### src/rtl/pit_pkg.sv
package pit_pkg;
  typedef enum logic [1:0] {
    MODE_ONESHOT = 2'd0,
    MODE_RATE    = 2'd1,
    MODE_SQUARE  = 2'd2
  } pit_mode_e;
endpackage

### src/rtl/pit_decr.sv
module pit_decr #(
  parameter int DIGITS = 4
) (
  input  logic [4*DIGITS-1:0] val,
  input  logic                bcd,
  output logic [4*DIGITS-1:0] nxt
);
  localparam int W = 4 * DIGITS;

  logic [W-1:0]      dec_nxt;
  logic [DIGITS-1:0] brw;

  assign brw[0] = 1'b1;

  for (genvar i = 0; i < DIGITS; i++) begin : g_dig
    logic [3:0] d;
    assign d = val[4*i +: 4];
    assign dec_nxt[4*i +: 4] = !brw[i] ? d : ((d == 4'd0) ? 4'd9 : d - 4'd1);
    if (i < DIGITS - 1) begin : g_brw
      assign brw[i+1] = brw[i] && (d == 4'd0);
    end
  end

  assign nxt = bcd ? dec_nxt : (val - W'(1));
endmodule

### src/rtl/pit_half.sv
module pit_half #(
  parameter int DIGITS = 4
) (
  input  logic [4*DIGITS-1:0] val,
  input  logic                bcd,
  output logic [4*DIGITS-1:0] half
);
  localparam int W = 4 * DIGITS;

  logic [W-1:0] dec_half;
  logic [W-1:0] bin_half;
  logic [W-1:0] dec_max_half;
  logic [W-1:0] bin_max_half;

  for (genvar i = 0; i < DIGITS; i++) begin : g_dig
    logic [3:0] d;
    logic       up_odd;
    assign d = val[4*i +: 4];
    if (i == DIGITS - 1) begin : g_top
      assign up_odd = 1'b0;
    end else begin : g_mid
      assign up_odd = val[4*(i+1)];
    end
    assign dec_half[4*i +: 4] = {1'b0, d[3:1]} + (up_odd ? 4'd5 : 4'd0);
  end

  assign bin_half     = {1'b0, val[W-1:1]};
  assign dec_max_half = {4'd5, {(W-4){1'b0}}};
  assign bin_max_half = {1'b1, {(W-1){1'b0}}};

  always_comb begin
    if (val == '0) half = bcd ? dec_max_half : bin_max_half;
    else           half = bcd ? dec_half : bin_half;
  end
endmodule

### src/rtl/pit_regif.sv
module pit_regif
  import pit_pkg::*;
#(
  parameter int CNT_W = 16,
  parameter int BUS_W = 8
) (
  input  logic             clk,
  input  logic             rst,
  input  logic             wr_en,
  input  logic             wr_addr,
  input  logic [BUS_W-1:0] wr_data,
  input  logic             rd_en,
  input  logic [CNT_W-1:0] cnt,
  output pit_mode_e        mode,
  output logic             bcd,
  output logic [CNT_W-1:0] reload,
  output logic             cfg_p,
  output logic             load_p,
  output logic [BUS_W-1:0] rd_data
);
  localparam int BYTES = CNT_W / BUS_W;
  localparam int IDX_W = (BYTES > 1) ? $clog2(BYTES) : 1;
  localparam logic [IDX_W-1:0] LAST = IDX_W'(BYTES - 1);

  logic [CNT_W-1:0] staging, staged_next, snap, rd_src;
  logic [IDX_W-1:0] wr_idx, rd_idx;
  logic             latched;
  logic             is_ctrl, is_count;

  assign is_ctrl  = wr_en && wr_addr;
  assign is_count = wr_en && !wr_addr;
  assign rd_src   = latched ? snap : cnt;

  always_comb begin
    staged_next = staging;
    staged_next[int'(wr_idx)*BUS_W +: BUS_W] = wr_data;
  end

  always_ff @(posedge clk) begin
    if (rst) begin
      mode    <= MODE_ONESHOT;
      bcd     <= 1'b0;
      reload  <= '0;
      staging <= '0;
      snap    <= '0;
      wr_idx  <= '0;
      rd_idx  <= '0;
      latched <= 1'b0;
      cfg_p   <= 1'b0;
      load_p  <= 1'b0;
      rd_data <= '0;
    end else begin
      cfg_p  <= 1'b0;
      load_p <= 1'b0;
      if (rd_en) begin
        rd_data <= rd_src[int'(rd_idx)*BUS_W +: BUS_W];
        if (rd_idx == LAST) begin
          rd_idx  <= '0;
          latched <= 1'b0;
        end else begin
          rd_idx <= rd_idx + 1'b1;
        end
      end
      if (is_ctrl) begin
        if (wr_data[BUS_W-1]) begin
          if (!latched) begin
            latched <= 1'b1;
            snap    <= cnt;
            rd_idx  <= '0;
          end
        end else begin
          mode    <= wr_data[2] ? MODE_SQUARE : (wr_data[1] ? MODE_RATE : MODE_ONESHOT);
          bcd     <= wr_data[0];
          cfg_p   <= 1'b1;
          wr_idx  <= '0;
          rd_idx  <= '0;
          latched <= 1'b0;
        end
      end else if (is_count) begin
        staging <= staged_next;
        if (wr_idx == LAST) begin
          wr_idx <= '0;
          reload <= staged_next;
          load_p <= 1'b1;
        end else begin
          wr_idx <= wr_idx + 1'b1;
        end
      end
    end
  end
endmodule

### src/rtl/pit_core.sv
module pit_core
  import pit_pkg::*;
#(
  parameter int CNT_W = 16
) (
  input  logic             clk,
  input  logic             rst,
  input  logic             gate,
  input  pit_mode_e        mode,
  input  logic             bcd,
  input  logic [CNT_W-1:0] reload,
  input  logic             cfg_p,
  input  logic             load_p,
  output logic [CNT_W-1:0] cnt,
  output logic             run,
  output logic             out
);
  localparam int DIGITS = CNT_W / 4;
  localparam logic [CNT_W-1:0] ONE = CNT_W'(1);

  logic [CNT_W-1:0] nxt, half, low_at;
  logic             gate_q;

  pit_decr #(.DIGITS(DIGITS)) u_dec (.val(cnt), .bcd(bcd), .nxt(nxt));
  pit_half #(.DIGITS(DIGITS)) u_half (.val(reload), .bcd(bcd), .half(half));

  assign low_at = (mode == MODE_RATE) ? ONE : half;

  always_ff @(posedge clk) begin
    if (rst) begin
      cnt    <= '0;
      run    <= 1'b0;
      out    <= 1'b1;
      gate_q <= 1'b0;
    end else begin
      gate_q <= gate;
      if (cfg_p) begin
        run <= 1'b0;
        out <= (mode != MODE_ONESHOT);
      end else if (load_p) begin
        cnt <= reload;
        run <= 1'b1;
        out <= (mode != MODE_ONESHOT);
      end else if (run) begin
        if (mode == MODE_ONESHOT) begin
          if (gate) begin
            cnt <= nxt;
            if (nxt == '0) out <= 1'b1;
          end
        end else if (!gate) begin
          out <= 1'b1;
        end else if (!gate_q || cnt == ONE) begin
          cnt <= reload;
          out <= 1'b1;
        end else begin
          cnt <= nxt;
          if (nxt == low_at) out <= 1'b0;
        end
      end
    end
  end
endmodule

### src/rtl/pit_channel.sv
module pit_channel
  import pit_pkg::*;
#(
  parameter int CNT_W = 16,
  parameter int BUS_W = 8
) (
  input  logic             clk,
  input  logic             rst,
  input  logic             wr_en,
  input  logic             wr_addr,
  input  logic [BUS_W-1:0] wr_data,
  input  logic             rd_en,
  output logic [BUS_W-1:0] rd_data,
  input  logic             gate,
  output logic             out
);
  pit_mode_e        mode;
  logic             bcd, cfg_p, load_p, run;
  logic [CNT_W-1:0] reload, cnt;

  pit_regif #(.CNT_W(CNT_W), .BUS_W(BUS_W)) u_regif (
    .clk(clk), .rst(rst), .wr_en(wr_en), .wr_addr(wr_addr), .wr_data(wr_data),
    .rd_en(rd_en), .cnt(cnt), .mode(mode), .bcd(bcd), .reload(reload),
    .cfg_p(cfg_p), .load_p(load_p), .rd_data(rd_data)
  );

  pit_core #(.CNT_W(CNT_W)) u_core (
    .clk(clk), .rst(rst), .gate(gate), .mode(mode), .bcd(bcd), .reload(reload),
    .cfg_p(cfg_p), .load_p(load_p), .cnt(cnt), .run(run), .out(out)
  );
endmodule

### config.mk
export PLATFORM = sky130hd
export DESIGN_NAME = pit_channel
export DESIGN_NICKNAME = d
export VERILOG_FILES = /design/src/rtl/pit_pkg.sv /design/src/rtl/pit_decr.sv /design/src/rtl/pit_half.sv /design/src/rtl/pit_regif.sv /design/src/rtl/pit_core.sv /design/src/rtl/pit_channel.sv
export SDC_FILE = /design/constraint.sdc
export NUM_CORES = 1
export LEC_CHECK = 0
export ABC_AREA = 0
export BUFFER_PORTS_ARGS = -buffer_cell sky130_fd_sc_hd__clkbuf_2
export CORE_MARGIN = 5
export CORE_UTILIZATION = 45
export DETAILED_ROUTE_END_ITERATION = 8
export GPL_ROUTABILITY_DRIVEN = 0
export HOLD_SLACK_MARGIN = 0.06
export PLACE_DENSITY = 0.66
export SLEW_MARGIN = 30
export SYNTH_ARGS = -nofsm -noshare
export SYNTH_HDL_FRONTEND = slang
export SYNTH_SLANG_ARGS = --single-unit
### constraint.sdc
create_clock -name clk -period 7.1 [get_ports clk]
set_input_delay 0.71 -clock clk [delete_from_list [all_inputs] [get_ports clk]]
set_output_delay 0.71 -clock clk [all_outputs]
set_load 0.02 [all_outputs]
Word-level counts from Yosys, hierarchy flattened
Cells that the tools add are included.
{"block": "totals", "reg_bits": 83, "input_bits": 14, "out_inout_bits": 9, "elab_cells": 119}
{"block": "classes", "n_addsub": 11, "n_eq_ne": 7, "shifts": 3, "muxes": 50, "bitwise": 4, "reduce_logical": 29}
{"cell": "two-way mux 16 bit", "n": 11}
{"cell": "negator 4 -> 33 bit", "n": 1}
{"cell": "variable shift 8 x 33 -> 16 bit (first input constant)", "n": 1}
{"cell": "variable part select 8 x 33 -> 16 bit", "n": 1}
{"cell": "zero test 16 bit", "n": 2}
{"cell": "two-way mux 4 bit", "n": 7}
{"cell": "two-way mux 1 bit", "n": 26}
{"cell": "bitwise mux 16 bit", "n": 1}
{"cell": "equality test 16 x 1 -> 1 bit (second input constant)", "n": 1}
{"cell": "equality test 16 bit", "n": 1}
{"cell": "zero test 4 bit", "n": 4}
{"cell": "variable part select 16 x 5 -> 8 bit", "n": 1}
{"cell": "subtractor 16 x 1 -> 16 bit (second input constant)", "n": 1}
{"cell": "subtractor 4 x 1 -> 4 bit (second input constant)", "n": 4}
{"cell": "two-way mux 12 bit", "n": 1}
{"cell": "two-way mux 3 bit", "n": 3}
{"cell": "adder 3 x 3 -> 4 bit", "n": 2}
{"cell": "!= test 4 bit (second input constant)", "n": 2}
{"cell": "AND reduction 2 bit", "n": 4}
{"cell": "nonzero test 2 bit", "n": 4}
{"cell": "!= test 6 x 1 -> 1 bit (second input constant)", "n": 1}
{"cell": "AND reduction 3 bit", "n": 2}
{"cell": "adder 3 x 4 -> 4 bit", "n": 1}
{"cell": "logical AND 1 bit", "n": 4}
{"cell": "other kinds (12)", "n": 18}

Longest topological paths before layout
Gate-level depths: netlist (run 1).
{"block": "logic_depth", "word_depth": 13, "mapped_depth": 12, "depth_no_buf": 10}

Hierarchy
A second synthesis (run 1) with hierarchy kept.
{"block": "unflattened", "hier_cells": 479, "area_unflattened_um2": 4267.8}
{"mod": "pit_regif", "instances": 1, "cells_each": 203, "area_per_inst_um2": 2178.3, "seq_area_each_um2": 1121.1}
{"mod": "pit_core", "instances": 1, "cells_each": 155, "area_per_inst_um2": 1218.7, "seq_area_each_um2": 380.4}
{"mod": "pit_decr", "instances": 1, "cells_each": 69, "area_per_inst_um2": 459.2, "seq_area_each_um2": 0.0}
{"mod": "pit_half", "instances": 1, "cells_each": 52, "area_per_inst_um2": 411.6, "seq_area_each_um2": 0.0}

Worst setup path after synthesis (run 1)
Ideal clock, no wire load.
{"block": "synth_path", "path_kind": "reg-to-reg", "from": "register u_core.cnt[0]", "to": "register u_core.out", "setup_ns": 0.121, "t_arrival_ns": 2.678, "t_required_ns": 6.979, "setup_slack_ns": 4.302, "stages_incl_launch_ff": 12, "path_buffers": 1, "synth_period_minus_slack_ns": 2.798, "path_cell_list": "dfxtp_1 > clkbuf_1 > inv_1 > ha_1 > mux2i_1 > nor2_1 > xnor3_1 > or4b_1 > nand3_1 > nand4b_4 > nor4_2 > o21ai_1"}
{"block": "synth_via", "elab_chain_len": 8, "word_cells_on_any_way": 23, "classes_between": "add/sub (2); eq/ne (4); mux (11); reduce/logical (6)"}
{"element": "from (decl)", "line": "pit_core.sv:14", "source": "output logic [CNT_W-1:0] cnt,"}
{"element": "from (signal assigned)", "line": "pit_core.sv:41", "source": "cnt <= reload;"}
{"element": "from (signal assigned)", "line": "pit_core.sv:47", "source": "cnt <= nxt;"}
{"element": "from (signal assigned)", "line": "pit_core.sv:53", "source": "cnt <= reload;"}
{"element": "parallel branches: the longest is 8 deep, another holds subtractor 16 x 1 -> 16 bit"}
{"element": "to (signal assigned)", "line": "pit_core.sv:39", "source": "out <= (mode != MODE_ONESHOT);"}
{"element": "to (signal assigned)", "line": "pit_core.sv:43", "source": "out <= (mode != MODE_ONESHOT);"}
{"element": "to (decl)", "line": "pit_core.sv:16", "source": "output logic out"}
Several ways; the timed one is not identified. The select of a mux whose other input is x is not followed.
A chain may end at the register's enable or synchronous reset.

Worst setup path after layout (run 1)
Ends and elaborated chain as after synthesis.

==> qor.csv, run 1 <==
metric,value,unit
status,"finished, final reports clean",
setup_viol,0,
nets,558,
yosysTopAreaCell,dfxtp_1,
numPortBuffers,22,
r2r_setup_slack,3.91,ns
post_synth_num_cell_types,67,
finalSetupTns,0,ns
crit_required,7.36,ns
clock_latency,0.36,ns
firstDrtPassIters,5,
numCtsBuffers,9,
cp.arrival,3.44,ns
clock_sinks,75,
ys_ff_latch,75,
antenna_found_initial,0,
detail_route.wirelength,12000,µm
ys_async_sr_fraction,0,%
ys.flop_type,dfxtp_1,
ir_worst_vdd,0.102,mV
grt-ovfl-total,0,
hold_end,u_regif.snap[11],
fp.dieW,110,µm
grt_usage,21.0,%
fmax,0.314,GHz
h-tree-depth,3,
path_clk_slew,0.08,ns
min_path_cells,2,
synthCells,537,
grt_pass1_vias,3864,
diodes,0,
cp-end-kind,register,
total_leakage_power,0.00187,µW
rsz0062_at_grt,false,
yosysMostFrequentCell,nand2_1,
fin_skew,0.00951,ns
synthTopCellsByCount,"nand2_1 (76), dfxtp_1 (75), nor2_1 (59), a21oi_1 (47), clkbuf_1 (36)",
drive_above_1_share,13.2,%
core,9770,µm²
reg2reg_from,u_core.cnt[0],
power.density,194,nW/µm²
post-place-cells,654,
root_buffer,clkbuf_8,
rr_endpoint,u_core.out,
period_needed,3.19,ns
reg2reg_depth,10,
die_y,110,µm
start_util,46.2,%
synthesis.nets,563,
viasPerCell,6.09,
drt-wirelength-per-cell,17.9,µm
maxSlewViolCount,0,
yosysWarnings,0,
stdcell_count,670,
grt_max_degree,48,
p_switching,283,µW
grt_pass1_wl,19800,µm
ios,23,
yosys.area.top_type_share,33.3,%
tightest_slew,0.945,ns
ys_seq_area_share,33.3,%
p_int,657,µW
rows,36,
post_cts_buffers,0,
cts_hold_buffers,0,
antenna_left,0,
synthToLayoutAreaGrowth,7.60,%
critPathMaxFanout,14,
synth_edf_count,0,
route.detailed.drc,0,
worstHoldStart,u_regif.snap[11],
period_share,44.9,%
cts_tree,yes,
p_clk_share,35.5,%
combinationalPowerShare,17.1,%
slew_headroom,37.0,%
dp_hpwl,8710,µm
hold_class,register to register,
drv_cap,0,
p_seq_share,47.4,%
cts_max_path_buffers,2,
avgSynthCellArea,8.40,µm²
synth_area_leaders,"dfxtp_1 (33%), nand2_1 (6.3%), mux2i_1 (6.0%)",
swShare,30.1,%
drtIter0Drc,352,
hold_viol_final,0,
dieArea,12100,µm²
setup.worst_path.start_class,register,
netlist_area,4510,µm²
post_cts_resized,0,
vias,4078,
worstSetupPathType,register to register,
## metal layers
| layer | share of wire [%] | global-route usage (%) | wire [µm] | vias up |
|---|---|---|---|---|
| met4 | 2.8 | 9.32 | 331 | 0 |
| met2 | 45 | 32.8 | 5440 | 155 |
| li1 | - | - | - | 1958 |
| met1 | 47 | 28.5 | 5590 | 1940 |
| met5 | 0 | 0 | 0 | - |
| met3 | 5.4 | 3.55 | 643 | 25 |
## critical path: stages, from the launching register on
cell and delay, ns:
dfxtp_1 0.63, inv_1 0.16, ha_1 0.30, mux2i_1 0.41, nor2_1 0.17, xnor3_1 0.36
or4b_1 0.47, nand3_1 0.14, nand4b_4 0.12, nor4_2 0.24, o21ai_1 0.08
## cells by family (layout without fill, tap and decap cells)
family                     Yosys count  count (layout)  share of synthesized area (%)
xor gates and xnor gates            15              15                           3.22
AOI/OAI and AO/OA                  132             132                           20.7
buffers and inverters               48              48                           4.27
muxes                               37              37                           10.5
DFF                                 75              75                           33.3
adders and majority gates           12              12                           3.33
and+or+nand+nor                    218             218                           24.8
## registers in the layout (all words and copies together) (netlist names), 2 cells and up
register	flops
u_core.cnt	16
u_regif.reload	16
u_regif.snap	16
u_regif.rd_data	8
u_regif.staging	8
u_regif.mode	2
## power by group through the flow
stage | Sequential, µW | Clock, µW | Combinational, µW
final | 446 | 334 | 160
after CTS | 446 | 340 | 158
after floorplan | 446 | 0 | 130
after global placement | 455 | 0 | 155
after global routing | 448 | 359 | 176
after detailed placement | 456 | 0 | 157
## metrics by stage
stage	setup WS, ns	hold slack, ns	total power, µW	utilization, %	instance area, µm²
after floorplan	4.30	0.433	575	-	4510
final	3.91	0.456	940	49.7	4860
after global placement	4.17	0.440	610	47.6	4650
after global routing	3.74	0.484	983	49.7	4860
after detailed placement	4.00	0.443	613	47.7	4660
after CTS	3.98	0.455	944	49.7	4860
## worst max path at each step
stage,start,endpoint,slack [ns],cells after the start
6_report,u_core.cnt[0],u_core.out,3.91,10
5_1_grt,u_core.cnt[0],u_core.out,3.74,10
4_1_cts,u_core.cnt[0],u_core.out,3.98,10
3_5_place_dp,u_core.cnt[0],u_core.out,4.00,10
3_3_place_gp,u_core.cnt[0],u_core.out,4.17,10
2_1_floorplan,u_core.cnt[0],u_core.out,4.30,11
## layout make-up
cell class	instances	area, µm²
clock buffers	11	131
well taps	133	166
flip-flops and latches	75	1500
multi-input cells	414	2830
fillers	949	4920
repair buffers	26	140
inverters	6	22.5
clock inverters	5	62.6
## cell usage in the layout, fill, tap and decap left out, types with 4 or more instances in the layout
cell type	instances
a21oi_1	45
a22o_1	16
a311oi_1	5
a31oi_1	5
buf_4	4
clkbuf_2	22
clkbuf_8	9
dfxtp_1	75
ha_1	12
inv_1	5
mux2i_1	27
mux4_2	8
nand2_1	76
nand2b_1	4
nand3_1	12
nor2_1	58
nor2b_1	5
nor3_1	11
nor3b_1	4
nor4_1	4
o211ai_1	8
o21ai_0	13
o31ai_1	4
o41ai_1	4
or3_1	7
or4_1	4
or4_4	4
xnor2_1	5
xor2_1	9
No activity file was read; power rests on OpenSTA's default activity.
==> inputs of run 2 (changes only) <==
- ABC_AREA: 0 -> 1
- PLACE_DENSITY: 0.66 -> 0.68
- clock period: 7.1 -> 2.6 ns (I/O delays scaled with it)
==> run 2 against run 1 <==
  * Count of clock-buffer cells in the layout up 2
  * Via count up 22%
  * Clock power rose to 2.8 times the previous value
  * Non-clock buffer count up 7
  * First-iteration DRC count up 19%
==> qor.csv, run 2 <==
metric,value,unit,change
final_cell_mix,"nand2_1 (182), inv_1 (105), nor2_1 (81), nand3_1 (78), dfxtp_1 (75)",,
finalSetupTns,0,ns,unchanged
antenna_found_initial,1,,+1
crit_chain,"inv_1, ha_1, nand3_2, nand2_4, nand3_1, nand2_1, nand3_2, nand2_1, nand3_1, nor2_1, nand3_1, o21bai_1, nand2_1, nand2_1, nand2_1",,
start_util,45.8,%,-0.37 points
crit_slowest_cell,dfxtp_1,,
drtIter0Drc,420,,+19%
fin_skew,0.00904,ns,-0.000464 ns
cp-end-kind,register,,
crit_required,2.85,ns,-4.51 ns
avgSynthCellArea,6.21,µm²,-26%
ir_worst_vdd,0.326,mV,+220%
synth_area_leaders,"dfxtp_1 (32%), nand2_1 (15%), inv_1 (8.4%)",,
critPathMaxFanout,7,,-7
ys_async_sr_fraction,0,%,unchanged
diodes,0,,unchanged
nets,792,,+42%
synth_edf_count,0,,unchanged
root_buffer,clkbuf_8,,
detail_route.wirelength,13300,µm,+11%
clock_sinks,75,,unchanged
period_needed,2.27,ns,-0.916 ns
grt_usage,21.4,%,+0.37 points
finalWorstSetupSlack,0.330,ns,-3.58 ns
synthToLayoutAreaGrowth,8.71,%,
hold_viol_final,0,,unchanged
dieArea,12600,µm²,+3.5%
top_regs,"u_core.cnt x16, u_regif.reload x16, u_regif.snap x16",,
status,"finished, final reports clean",,
setup.worst_path.start_class,register,,
setup_viol,0,,unchanged
viasPerCell,5.47,,-10%
ys.flop_type,dfxtp_1,,
core,10200,µm²,+4.7%
synthCells,754,,+40%
h-tree-depth,3,,unchanged
maxSlewViolCount,0,,unchanged
firstDrtPassIters,5,,unchanged
clock_latency,0.36,ns,about the same
cp_common_cell,nand2_1,,
drt-wirelength-per-cell,14.7,µm,-18%
drive_above_1_share,8.18,%,-5.0 points
cts_tree,yes,,
power.density,516,nW/µm²,+170%
numPortBuffers,22,,unchanged
die_y,112,µm,+1.7%
worstSetupPathType,register to register,,
path_buf_inv,1,,unchanged
finish.utilization,49.8,%,+0.11 points
drv_cap,0,,unchanged
path_clk_slew,0.08,ns,about the same
fp.dieW,112,µm,+1.7%
yosysTopAreaCell,dfxtp_1,,
preCtsSetupSlack,0.391,ns,-3.61 ns
ios,23,,unchanged
ys_seq_area_share,32.0,%,-1.2 points
slew_headroom,62.8,%,+26 points
post_cts_buffers,0,,unchanged
grt_max_degree,32,,-33%
cp.arrival,2.52,ns,-0.92 ns
grt-ovfl-total,0,,unchanged
yosys.area.top_type_share,32.0,%,-1.2 points
synthesis.nets,780,,+39%
antenna_left,0,,unchanged
post_synth_num_cell_types,39,,-42%
yosysMostFrequentCell,nand2_1,,
synthTopCellsByCount,"nand2_1 (182), inv_1 (105), nor2_1 (81), nand3_1 (78), dfxtp_1 (75)",,
final_common_cell,nand2_1,,
yosysWarnings,0,,unchanged
post_cts_resized,0,,unchanged
period_share,87.3,%,+42 points
fmax,0.441,GHz,+40%
dp_hpwl,10200,µm,+17%
route.detailed.drc,0,,unchanged
ys_ff_latch,75,,unchanged
cts_max_path_buffers,2,,unchanged
grt_pass1_vias,4533,,+17%
cp_top_family,simple AND/OR/NAND/NOR gates,,
vias,4955,,+22%
slowest_delay,0.35,ns,-0.28 ns
numCtsBuffers,9,,unchanged
power,2630,µW,+180%
total_leakage_power,0.00244,µW,+31%
rows,37,,+2.8%
tightest_slew,0.556,ns,-0.389 ns
rsz0062_at_grt,false,,
grt_pass1_wl,21900,µm,+11%
cts_hold_buffers,0,,unchanged
hold_class,input port to register,,
worst_hold_slack,0.136,ns,-0.319 ns
netlist_area,4690,µm²,+3.8%
==> run 2: changes by cell type after synthesis, sizes merged, moves of 27 or more <==
cell	delta
mux2i	-27
nor2	+28
nand2	+111
o21ai	+59
nand3	+69
inv	+101
==> run 2: layer usage <==
metal,GRT usage [%],vias up,part of all wire [%]
met2,33.9,184,45
met4,6.73,2,2.5
met1,29.7,2282,46
met5,0,-,0.098
li1,-,2460,-
met3,3.83,27,6.7
==> run 2: cell type report <==
cell class,instances,area (µm²)
clock buffer,13,159
clock inverter,2,35.0
sequential,75,1500
timing repair buffer,33,205
tap,136,170
multi-input combinational,537,2610
inverter,110,413
fill,1053,5140
==> run 2: worst reg2reg max path, stage by stage, from the launching register on <==
cell      delay [ns]
dfxtp_1         0.35
inv_1           0.16
ha_1            0.30
nand3_2         0.20
nand2_4         0.16
nand3_1         0.12
nand2_1         0.09
nand3_2         0.10
nand2_1         0.10
nand3_1         0.07
nor2_1          0.13
nand3_1         0.08
o21bai_1        0.13
nand2_1         0.07
nand2_1         0.06
nand2_1         0.04
==> run 2: kinds of logic after synthesis <==
group                      after synthesis  synth area share [%]
AOI/OAI and AO/OA                      152                  17.6
xor gates and xnor gates                 2                 0.374
and+or+nand+nor                        371                  34.5
buffers and inverters                  142                  12.3
adders and majority gates               12                  3.20
DFF                                     75                  32.0
==> run 2: where the power goes <==
part           leakage [µW]  switching [µW]  total, µW  internal (µW)
clock             0.0000995             433        923            490
combinational       0.00173             348        501            153
sequential         0.000609            23.7       1210           1180
==> run 2: per-stage QoR <==
| step | instance area, µm² | std cells |
|---|---|---|
| 2_1_floorplan | 4690 | 754 |
| 3_3_place_gp | 4900 | 891 |
| 3_5_place_dp | 4900 | 891 |
| 4_1_cts | 5090 | 906 |
| 5_1_grt | 5090 | 906 |
| 6_report | 5090 | 906 |
==> run 2: worst paths after layout <==
path,cells past startpoint,to,slack (ns),startpoint
max,15,u_core.out,0.33,u_core.cnt[0]
min,3,u_regif.reload[13],0.14,wr_data[5]
max reg2reg,15,u_core.out,0.33,u_core.cnt[0]
min reg2reg,2,u_regif.snap[15],0.45,u_regif.snap[15]
==> inputs of run 3 (changes only) <==
- SYNTH_HIERARCHICAL: default -> 1
==> run 3 against run 2 <==
  * Clock power up 41%
  * Critical path type unchanged
  * Total power up 20%
  * Clock skew down 0.0022 ns
  * Global-route usage down 1.2 points
  * Highest routed layer is now met4
  * Largest power group is now the clock network
  * Non-clock buffer count down 2
  * Worst hold slack worse by 0.010 ns
  * Die area up 9.5%
  * Cell count up 11%
==> qor.csv, run 3 <==
metric,value,unit,change
synth_simple_gate_area_share,46.8,%,+12 points
status,"finished, final reports clean",,
synth-xor-area-share,1.18,%,+0.81 points
synthToLayoutAreaGrowth,8.58,%,
firstDrtPassIters,5,,unchanged
ys_ff_latch,75,,unchanged
tightest_slew,0.701,ns,+0.145 ns
post-place-cells,992,,+11%
combinationalPowerShare,19.8,%,+0.8 points
r2r_setup_slack,0.35,ns,+0.02 ns
cp_common_cell,nand2_1,,
ir_worst_vdd,0.375,mV,+15%
rows,39,,+5.4%
setup_viol,0,,unchanged
ys_seq_area_share,29.0,%,-3.0 points
stdcell_area,5620,µm²,+10%
grt_max_degree,45,,+41%
synthCells,850,,+13%
drtIter0Drc,399,,-5.0%
ys_async_sr_fraction,0,%,unchanged
diodes,0,,unchanged
crit_required,2.83,ns,-0.02 ns
viasPerCell,5.12,,-6.4%
crit_chain,"inv_1, ha_1, nand2_4, nor2_8, nand3_1, nand2_1, nand2_1, nand2_1, nand3b_1, nand2_1, nor2_1, nand2_1, nor2_1, nand3_1, nand2_1, nand2_1",,
dp_hpwl,9630,µm,-5.3%
core,11400,µm²,+11%
synth_top_family_by_area,simple AND/OR/NAND/NOR gates,,
fmax,0.444,GHz,+0.71%
cts_max_path_buffers,2,,unchanged
period_needed,2.25,ns,-0.0160 ns
ys.flop_type,dfxtp_1,,
vias,5160,,+4.1%
p_int,2160,µW,+18%
p_seq_share,39.1,%,-6.8 points
maxSlewViolCount,0,,unchanged
cp-end-kind,register,,
drt-wirelength-per-cell,13.2,µm,-9.8%
worst_hold_slack,0.126,ns,-0.0102 ns
root_buffer,clkbuf_16,,
fin_skew,0.00680,ns,-0.00224 ns
yosysMostFrequentCell,nand2_1,,
hold_viol_final,0,,unchanged
avgSynthCellArea,6.09,µm²,-2.0%
power.density,562,nW/µm²,+8.9%
drv_cap,0,,unchanged
antenna_found_initial,0,,-1
start_util,45.5,%,-0.27 points
p_clk_share,41.1,%,+6.0 points
rsz0062_at_grt,false,,
reg2reg_from,u_core/cnt[0],,
numPortBuffers,22,,unchanged
yosys.area.top_type_share,29.0,%,-3.0 points
antenna_left,0,,unchanged
cp.arrival,2.48,ns,-0.04 ns
min_path_cells,3,,unchanged
synthesis.nets,875,,+12%
grt-ovfl-total,0,,unchanged
crit_cells,16,,+1
dieArea,13700,µm²,+9.5%
post_cts_resized,0,,unchanged
worstSetupPathType,register to register,,
fp.dieW,117,µm,+4.7%
die_y,117,µm,+4.7%
synthAdderAreaFrac,2.66,%,-0.55 points
cts_hold_buffers,0,,unchanged
reg2reg_depth,16,,+1
worstHoldStart,wr_data[4],,
synthMuxAreaShare,0,%,unchanged
synth_compound_area_share,9.26,%,-8.4 points
final_common_cell,nand2_1,,
yosysTopAreaCell,dfxtp_1,,
numCtsBuffers,9,,unchanged
cp-startpoint,u_core/cnt[0],,
grt_usage,20.1,%,-1.2 points
path_buf_inv,1,,unchanged
netlist_area,5180,µm²,+10%
critPathMaxFanout,9,,+2
top_regs,"u_core/cnt x16, u_regif/reload x16, u_regif/snap x16",,
nets,885,,+12%
yosysWarnings,6,,+6
path_clk_slew,0.07,ns,about the same
dpl_cell_area,5320,µm²,+8.5%
setup.worst_path.start_class,register,,
synthTopCellsByCount,"nand2_1 (291), nor2_1 (105), inv_1 (88), nand3_1 (82), dfxtp_1 (75)",,
clock_latency,0.34,ns,-0.02 ns
post_synth_num_cell_types,40,,+2.6%
post_cts_buffers,0,,unchanged
drive_above_1_share,11.9,%,+3.7 points
cts_tree,yes,,
h-tree-depth,3,,unchanged
detail_route.wirelength,13400,µm,+0.31%
ios,23,,unchanged
route.detailed.drc,0,,unchanged
grt_pass1_vias,4484,,-1.1%
grt_pass1_wl,22000,µm,+0.57%
power,3160,µW,+20%
p_switching,1000,µW,+24%
synth_edf_count,0,,unchanged
stdcell_count,1008,,+11%
synth_area_leaders,"dfxtp_1 (29%), nand2_1 (21%), nand3_1 (7.9%)",,
finalSetupTns,0,ns,unchanged
period_share,86.7,%,-0.62 points
total_leakage_power,0.00286,µW,+17%
slowest_delay,0.37,ns,+0.02 ns
clock_sinks,75,,unchanged
crit_slowest_cell,dfxtp_1,,
cp_top_family,simple AND/OR/NAND/NOR gates,,
swShare,31.7,%,+1.1 points
final_cell_mix,"nand2_1 (291), nor2_1 (105), inv_1 (88), nand3_1 (82), dfxtp_1 (75)",,
slew_headroom,53.2,%,-9.6 points
hold_class,input port to register,,
[run 3: layer usage]
layer	share of wire (%)	up-vias	GRT usage, %	wire [µm]
li1	-	2689	-	-
met1	49	2301	30.0	6550
met2	43	157	30.1	5790
met3	6.6	13	3.39	887
met4	0.89	0	4.97	119
met5	0	-	0	0
[run 3: worst register-to-register path: cells and delay by family (launching register included)]
family	cells	cell delay, ns
adders and majority gates	1	0.28
DFF	1	0.37
and+or+nand+nor	14	1.33
buffers and inverters	1	0.16
[run 3: logic make-up (layout without fill, tap and decap cells)]
logic type      count (synthesis)  after routing
simple gates                  541            541
buf+inv                       128            143
compound gates                 88             88
flops                          75             75
fa+ha+maj                      11             11
xor+xnor                        7              7
[run 3: through the flow]
| stage | util, % | setup slack (ns) |
|---|---|---|
| after floorplan | - | 0.697 |
| after global placement | 46.8 | 0.416 |
| after detailed placement | 46.8 | 0.391 |
| after CTS | 49.4 | 0.380 |
| after global routing | 49.4 | 0.105 |
| final | 49.4 | 0.346 |
[run 3: worst paths after layout]
kind,to
worst min register to register,u_regif/snap[15]
worst max-delay path,u_core/out
worst max register to register,u_core/out
worst min-delay path,u_regif/reload[12]
[run 3: power groups by stage]
stage          Combinational (µW)  Clock (µW)  Sequential, µW
4_1_cts                       615        1320            1230
3_3_place_gp                  612           0            1260
2_1_floorplan                 494           0            1250
3_5_place_dp                  611           0            1260
6_report                      625        1300            1230
5_1_grt                       703        1390            1240
[run 3: layout make-up]
type | instances | area [µm²]
sequential | 75 | 1500
clock inverter | 6 | 73.8
fill | 1195 | 5750
timing repair buffer | 31 | 178
clock buffer | 10 | 229
inverter | 96 | 360
tap | 143 | 179
multi-input combinational | 647 | 3100
